--- src/rtl/uart_rb_pkg.sv ---
package uart_rb_pkg;
  localparam int IX_DATA  = 'h00;
  localparam int IX_RSR   = 'h01;
  localparam int IX_FLAG  = 'h06;
  localparam int IX_IDIV  = 'h09;
  localparam int IX_FDIV  = 'h0A;
  localparam int IX_LINE  = 'h0B;
  localparam int IX_CTRL  = 'h0C;
  localparam int IX_LVL   = 'h0D;
  localparam int IX_MASK  = 'h0E;
  localparam int IX_RAW   = 'h0F;
  localparam int IX_MSK   = 'h10;
  localparam int IX_CLR   = 'h11;

  localparam int BIT_RX   = 4;
  localparam int BIT_TX   = 5;
  localparam int BIT_RT   = 6;
  localparam int BIT_OVR  = 3;
  localparam int BIT_LOOP = 7;

  // receive trigger level from level-select bits 5:3
  function automatic int rx_trigger(input logic [2:0] sel, input int depth);
    case (sel)
      3'd0:    return depth / 8;
      3'd1:    return depth / 4;
      3'd2:    return depth / 2;
      3'd3:    return (depth * 3) / 4;
      3'd4:    return (depth * 7) / 8;
      default: return depth;
    endcase
  endfunction

  // identification bytes at the top eight indices
  function automatic logic [7:0] id_byte(input logic [2:0] k);
    case (k)
      3'd0: return 8'h11;
      3'd1: return 8'h10;
      3'd2: return 8'h24;
      3'd3: return 8'h00;
      3'd4: return 8'h0D;
      3'd5: return 8'hF0;
      3'd6: return 8'h05;
      default: return 8'hB1;
    endcase
  endfunction
endpackage

--- src/rtl/uart_rb_fifo.sv ---
module uart_rb_fifo #(
  parameter int DEPTH = 16,
  parameter int DW    = 8,
  localparam int AW   = (DEPTH > 1) ? $clog2(DEPTH) : 1,
  localparam int CW   = $clog2(DEPTH + 1)
) (
  input  logic          clk,
  input  logic          rst_n,
  input  logic          push,
  input  logic [DW-1:0] push_data,
  input  logic          pop,
  output logic [DW-1:0] head,
  output logic [CW-1:0] count,
  output logic          full,
  output logic          empty
);
  logic [DW-1:0] mem [DEPTH];
  logic [AW-1:0] wp, rp;
  logic          push_ok, pop_ok;

  assign full    = (count == CW'(DEPTH));
  assign empty   = (count == '0);
  assign push_ok = push && !full;
  assign pop_ok  = pop && !empty;
  assign head    = mem[rp];

  function automatic logic [AW-1:0] nxt(input logic [AW-1:0] p);
    return (p == AW'(DEPTH - 1)) ? '0 : p + 1'b1;
  endfunction

  always_ff @(posedge clk or negedge rst_n) begin
    if (!rst_n) begin
      wp <= '0;
      rp <= '0;
      count <= '0;
    end else begin
      if (push_ok) wp <= nxt(wp);
      if (pop_ok)  rp <= nxt(rp);
      count <= count + CW'(push_ok) - CW'(pop_ok);
    end
  end

  always_ff @(posedge clk) begin
    if (push_ok) mem[wp] <= push_data;
  end

  p_no_overflow_r10: assert property (@(posedge clk) disable iff (!rst_n)
    count <= CW'(DEPTH));
  p_full_drop_r4: assert property (@(posedge clk) disable iff (!rst_n)
    (push && full && !pop) |=> $stable(count));
endmodule

--- src/rtl/uart_rb_irq.sv ---
module uart_rb_irq #(
  parameter int NB = 11
) (
  input  logic          clk,
  input  logic          rst_n,
  input  logic [NB-1:0] set_vec,
  input  logic [NB-1:0] clr_vec,
  input  logic          icr_we,
  input  logic [NB-1:0] icr_val,
  input  logic [NB-1:0] mask,
  output logic [NB-1:0] raw,
  output logic          irq
);
  logic [NB-1:0] wipe;

  assign wipe = clr_vec | (icr_we ? icr_val : '0);
  assign irq  = |(raw & mask);

  always_ff @(posedge clk or negedge rst_n) begin
    if (!rst_n) raw <= '0;
    else        raw <= (raw & ~wipe) | set_vec;
  end

  p_icr_clear_r5: assert property (@(posedge clk) disable iff (!rst_n)
    icr_we |=> ((raw & $past(icr_val) & ~$past(set_vec)) == '0));
  p_tx_set_r7: assert property (@(posedge clk) disable iff (!rst_n)
    set_vec[uart_rb_pkg::BIT_TX] |=> raw[uart_rb_pkg::BIT_TX]);
  p_irq_masked_r6: assert property (@(posedge clk) disable iff (!rst_n)
    (mask == '0) |-> !irq);
endmodule

--- src/rtl/uart_regbank.sv ---
module uart_regbank
  import uart_rb_pkg::*;
#(
  parameter int IDX_W = 10,
  parameter int DW    = 16,
  parameter int DEPTH = 16,
  localparam int CW   = $clog2(DEPTH + 1),
  localparam int NB   = 11
) (
  input  logic             clk,
  input  logic             rst_n,
  input  logic             bus_sel,
  input  logic             bus_wr,
  input  logic [IDX_W-1:0] bus_idx,
  input  logic [DW-1:0]    bus_wdata,
  output logic [DW-1:0]    rd_data,
  input  logic             rx_push,
  input  logic [7:0]       rx_byte,
  output logic             tx_valid,
  output logic [7:0]       tx_byte,
  output logic             irq
);
  localparam logic [IDX_W-1:0] ID_BASE = IDX_W'((1 << IDX_W) - 8);

  logic [15:0] idiv, ctrl;
  logic [5:0]  fdiv, lvl_sel;
  logic [7:0]  line, rsr;
  logic [NB-1:0] mask, raw, set_vec, clr_vec;

  logic we, re;
  logic lb_push, fifo_push, pop, push_ok, pop_ok, overrun;
  logic [7:0] push_data, head;
  logic [CW-1:0] count, cnt_n, level;
  logic full, empty;
  logic [DW-1:0] rd_next;

  function automatic logic hit(input logic [IDX_W-1:0] idx, input int k);
    return idx == IDX_W'(k);
  endfunction

  assign we = bus_sel && bus_wr;
  assign re = bus_sel && !bus_wr;

  // transmit path and loopback
  assign tx_valid  = we && hit(bus_idx, IX_DATA);
  assign tx_byte   = bus_wdata[7:0];
  assign lb_push   = tx_valid && ctrl[BIT_LOOP];
  assign fifo_push = lb_push || rx_push;
  assign push_data = lb_push ? bus_wdata[7:0] : rx_byte;
  assign pop       = re && hit(bus_idx, IX_DATA);

  uart_rb_fifo #(.DEPTH(DEPTH), .DW(8)) u_fifo (
    .clk(clk), .rst_n(rst_n), .push(fifo_push), .push_data(push_data),
    .pop(pop), .head(head), .count(count), .full(full), .empty(empty)
  );

  // receive interrupt events
  assign push_ok = fifo_push && !full;
  assign pop_ok  = pop && !empty;
  assign overrun = fifo_push && full;
  assign cnt_n   = count + CW'(push_ok) - CW'(pop_ok);
  assign level   = CW'(rx_trigger(lvl_sel[5:3], DEPTH));

  always_comb begin
    set_vec = '0;
    clr_vec = '0;
    set_vec[BIT_TX] = tx_valid;
    set_vec[BIT_RX] = push_ok && (count < level) && (cnt_n >= level);
    set_vec[BIT_RT] = push_ok;
    clr_vec[BIT_RX] = pop && (cnt_n < level);
    clr_vec[BIT_RT] = pop && (cnt_n == '0);
  end

  uart_rb_irq #(.NB(NB)) u_irq (
    .clk(clk), .rst_n(rst_n), .set_vec(set_vec), .clr_vec(clr_vec),
    .icr_we(we && hit(bus_idx, IX_CLR)), .icr_val(bus_wdata[NB-1:0]),
    .mask(mask), .raw(raw), .irq(irq)
  );

  // configuration registers
  always_ff @(posedge clk or negedge rst_n) begin
    if (!rst_n) begin
      idiv <= '0; fdiv <= '0; line <= '0; ctrl <= '0;
      lvl_sel <= 6'h12; mask <= '0; rsr <= '0;
    end else begin
      if (we) begin
        if (hit(bus_idx, IX_IDIV)) idiv    <= bus_wdata[15:0];
        if (hit(bus_idx, IX_FDIV)) fdiv    <= bus_wdata[5:0];
        if (hit(bus_idx, IX_LINE)) line    <= bus_wdata[7:0];
        if (hit(bus_idx, IX_CTRL)) ctrl    <= bus_wdata[15:0] & 16'hFFC7;
        if (hit(bus_idx, IX_LVL))  lvl_sel <= bus_wdata[5:0];
        if (hit(bus_idx, IX_MASK)) mask    <= bus_wdata[NB-1:0];
      end
      if (we && hit(bus_idx, IX_RSR)) rsr <= '0;
      else if (overrun)               rsr[BIT_OVR] <= 1'b1;
      else if (pop)                   rsr <= rsr & 8'h08;
    end
  end

  // read multiplexer
  always_comb begin
    rd_next = '0;
    if (bus_idx >= ID_BASE) rd_next = DW'(id_byte(bus_idx[2:0]));
    else begin
      case (int'(bus_idx))
        IX_DATA: rd_next = DW'({rsr, pop_ok ? head : 8'h00});
        IX_RSR:  rd_next = DW'(rsr);
        IX_FLAG: rd_next = DW'({1'b1, full, 1'b0, empty, 4'h0});
        IX_IDIV: rd_next = DW'(idiv);
        IX_FDIV: rd_next = DW'(fdiv);
        IX_LINE: rd_next = DW'(line);
        IX_CTRL: rd_next = DW'(ctrl);
        IX_LVL:  rd_next = DW'(lvl_sel);
        IX_MASK: rd_next = DW'(mask);
        IX_RAW:  rd_next = DW'(raw);
        IX_MSK:  rd_next = DW'(raw & mask);
        default: rd_next = '0;
      endcase
    end
  end

  always_ff @(posedge clk or negedge rst_n) begin
    if (!rst_n)  rd_data <= '0;
    else if (re) rd_data <= rd_next;
  end

  p_rsr_clear_r4: assert property (@(posedge clk) disable iff (!rst_n)
    (we && hit(bus_idx, IX_RSR)) |=> (rsr == '0));
  p_overrun_flag_r4: assert property (@(posedge clk) disable iff (!rst_n)
    (overrun && !(we && hit(bus_idx, IX_RSR))) |=> rsr[BIT_OVR]);
  p_flags_excl_r10: assert property (@(posedge clk) disable iff (!rst_n)
    !(full && empty));
  p_loop_push_r8: assert property (@(posedge clk) disable iff (!rst_n)
    (tx_valid && !ctrl[BIT_LOOP] && !rx_push) |=> $stable(count));
endmodule

--- config.mk ---
export PLATFORM = sky130hd
export DESIGN_NAME = uart_regbank
export DESIGN_NICKNAME = d
export VERILOG_FILES = /design/src/rtl/uart_rb_pkg.sv /design/src/rtl/uart_rb_fifo.sv /design/src/rtl/uart_rb_irq.sv /design/src/rtl/uart_regbank.sv
export SDC_FILE = /design/constraint.sdc
export NUM_CORES = 1
export LEC_CHECK = 0
export ABC_AREA = 1
export BUFFER_PORTS_ARGS = -buffer_cell sky130_fd_sc_hd__buf_2
export CAP_MARGIN = 10
export CELL_PAD_IN_SITES_DETAIL_PLACEMENT = 1
export CELL_PAD_IN_SITES_GLOBAL_PLACEMENT = 2
export CORE_MARGIN = 8
export CORE_UTILIZATION = 42
export DETAILED_ROUTE_END_ITERATION = 8
export PLACE_DENSITY_LB_ADDON = 0.3
export SYNTH_ARGS = -nofsm -noshare
export SYNTH_HDL_FRONTEND = slang
export SYNTH_SLANG_ARGS = --single-unit
export TNS_END_PERCENT = 20
--- constraint.sdc ---
create_clock -name clk -period 8.05 [get_ports clk]
set_input_delay 0.4025 -clock clk [delete_from_list [all_inputs] [get_ports clk]]
set_output_delay 0.4025 -clock clk [all_outputs]
set_load 0.01 [all_outputs]
==> impl_metrics.env <==
export IMPL_path_clk_slew_ns=0.06
export IMPL_grt_pass1_wl_mm=50.2
export IMPL_tns_ns=0
export IMPL_grt_antenna_before_repair=0
export IMPL_cts_resized=0
export IMPL_io_pins=65
export IMPL_syn_num_nets=1210
export IMPL_hold_start="bus_wdata[13]"
export IMPL_ys_ff_latch=229
export IMPL_core_area_um2=25000
export IMPL_end_kind="flip-flop"
export IMPL_gr_usage_all_layers_pct=20.8
export IMPL_nets=1259
export IMPL_first_global_vias=8510
export IMPL_slew_headroom_pct=21.8
export IMPL_async_reset_ff_share_pct=44.1
export IMPL_drc=0
export IMPL_worstPathRequired_ns=8.47
export IMPL_ant_nets=0
export IMPL_syn_area_um2=10700
export IMPL_pwr_density_cell_nw_per_um2=251
export IMPL_regToRegSetupSlack_ns=4.34
export IMPL_vias=8356
export IMPL_initial_core_util_pct=42.6
export IMPL_die_width_um=175
export IMPL_ys_types=36
export IMPL_cts_sinks=229
export IMPL_place_congestion=0.859
export IMPL_synth_edf_count=128
export IMPL_nFillCells=2898
export IMPL_synth_warnings=0
export IMPL_h_tree_depth=1
export IMPL_r2r_end="u_irq.raw[4]"
export IMPL_drive_above_1_share_pct=12.4
export IMPL_clock_path_buffers=3
export IMPL_cts_setup_buffers=0
export IMPL_hold_ws_ns=0.149
export IMPL_setup_viol=0
export IMPL_fmax_mhz=254
export IMPL_p_leak_nw=5.29
export IMPL_crit_fanout=20
export IMPL_reg2regPathDepth=19
export IMPL_tritoncts="yes"
export IMPL_wl_per_cell_um=20.5
export IMPL_dpl_hpwl_mm=21.7
export IMPL_crit_type="in2reg"
export IMPL_synth_area_leaders="edfxtp_1, dfrtp_1, nand2_1"
export IMPL_cap_violations=0
export IMPL_fin_crit_ns=3.94
export IMPL_dr_pass1_iters=5
export IMPL_grt_overflow=0
export IMPL_slew_violations=0
export IMPL_insertion_delay_ns=0.53
export IMPL_num_rows=58
export IMPL_clock_root_buffer="clkbuf_16"
export IMPL_area_growth_pct=13.8
export IMPL_ys_seq_area_share_pct=59.8
export IMPL_finalPower_mw=3.05
export IMPL_cp_start_kind="input port"
export IMPL_startpoint="bus_idx[9]"
export IMPL_totalWireLength_mm=31.8
export IMPL_rsz0062_at_grt="false"
export IMPL_worstPathArrival_ns=4.36
export IMPL_min_path_cells=3
export IMPL_post_route_util_pct=48.5
export IMPL_syn_inst=1152
export IMPL_grt_max_degree=74
export IMPL_cts_hold_buf=1
export IMPL_post_route_period_util_pct=49.0
export IMPL_outcome="finished clean"
export IMPL_final_common_cell="nand2_1"
export IMPL_yosysTopAreaCellShare_pct=36.1
export IMPL_layout_common_cells="nand2_1, nand3_1, edfxtp_1, dfrtp_1, o21ai_0"
export IMPL_r2r_start="u_fifo.count[3]"
export IMPL_die_area_um2=30700
export IMPL_port_buffers=64
export IMPL_cts_buffers=26
export IMPL_hp_class="in2reg"
export IMPL_avgSynthCellArea_um2=9.25
export IMPL_hold_viol_final=0
export IMPL_diodes=0
export IMPL_tightest_slew_ns=1.17
export IMPL_ys_flop_type="edfxtp_1"
export IMPL_skew_ns=0.00954
export IMPL_yosys_area_top_type="edfxtp_1"
export IMPL_drt_iter0_markers=763
export IMPL_whs_endpoint="ctrl[13]"
export IMPL_viasPerCell=5.39
export IMPL_vdd_drop_max_mv=0.142
export IMPL_fp_dieH_um=175
Yosys cell counts, types with 2 or more instances:
master,number
nor2_4,4
edfxtp_1,128
buf_2,11
inv_1,75
or2_2,3
nand3_1,186
o21ai_0,96
nand2_1,345
o22ai_1,2
buf_1,13
a21oi_1,10
and3_1,2
nand2_2,9
xor2_1,8
dfrtp_1,99
ha_1,18
clkbuf_1,19
o21ai_1,7
nand4_1,17
nor3_1,7
nor2_1,58
dfstp_2,2
buf_4,11
clkinv_1,3
nor2_2,4
inv_2,5
critical path: stages:
cell	delay (ns)
buf_2	0.12
nor2_2	0.67
nand3_2	0.22
nor2_4	0.23
nand2_2	0.11
nor2_4	0.33
ha_1	0.18
inv_1	0.04
ha_1	0.20
fa_1	0.45
a21oi_1	0.14
o21bai_1	0.09
xor2_1	0.19
inv_1	0.09
ha_1	0.31
a21oi_1	0.17
o211a_1	0.18
o21ai_0	0.07
nand4_1	0.09
nand2_1	0.05
cells by family after synthesis:
kind of cell	count (synthesis)	share of synthesized area, %
compound gates	119	5.72
xor+xnor	8	0.657
fa+ha+maj	19	2.30
buf+inv	139	5.49
flops	229	59.8
simple gates	638	26.1
metal layers:
layer	vias to the layer above	global-route usage, %	share of wire, %
met5	-	0	0
met4	0	4.87	1.7
met3	34	3.78	5.7
met2	218	30.7	43
met1	4130	31.3	49
li1	3974	-	-
registers in the layout, indices dropped and copies added, names as in the netlist:
name and count:
u_irq.raw 11, rd_data 16, lvl_sel 6, u_fifo.wp 4, fdiv 6, mask 11, u_fifo.mem 128, u_fifo.rp 4
idiv 16, rsr 1, line 8, ctrl 13, u_fifo.count 5
power by group:
group | switching, mW | internal (mW) | total, mW
Clock | 0.475 | 0.718 | 1.19
Combinational | 0.312 | 0.157 | 0.470
Sequential | 0.0455 | 1.34 | 1.38
Total | 0.833 | 2.21 | 3.05
worst max path at each step:
stage | endpoint | slack (ns) | cells past startpoint
after floorplan | u_irq.raw[4] | 4.68 | 20
after global placement | u_irq.raw[4] | 3.75 | 20
after detailed placement | u_irq.raw[4] | 3.55 | 20
after CTS | u_irq.raw[4] | 4.10 | 20
after global routing | u_irq.raw[4] | 3.80 | 20
final | u_irq.raw[4] | 4.11 | 20
through the flow:
step	setup slack [ns]	area, um2	cells
2_1_floorplan	4.68	10700	1152
3_3_place_gp	3.75	11200	1501
3_5_place_dp	3.55	11200	1501
4_1_cts	4.10	12100	1550
5_1_grt	3.80	12100	1551
6_report	4.11	12100	1551
area by class of cell:
type	count	area [um2]	share of cell area, %
sequential	229	6370	52.5
multi-input combinational	784	3710	30.6
clock buffer	40	803	6.62
timing repair buffer	77	443	3.65
tap	330	413	3.40
inverter	83	312	2.57
clock inverter	8	81.3	0.670
Note: power is estimated with default switching activity, not from simulation.
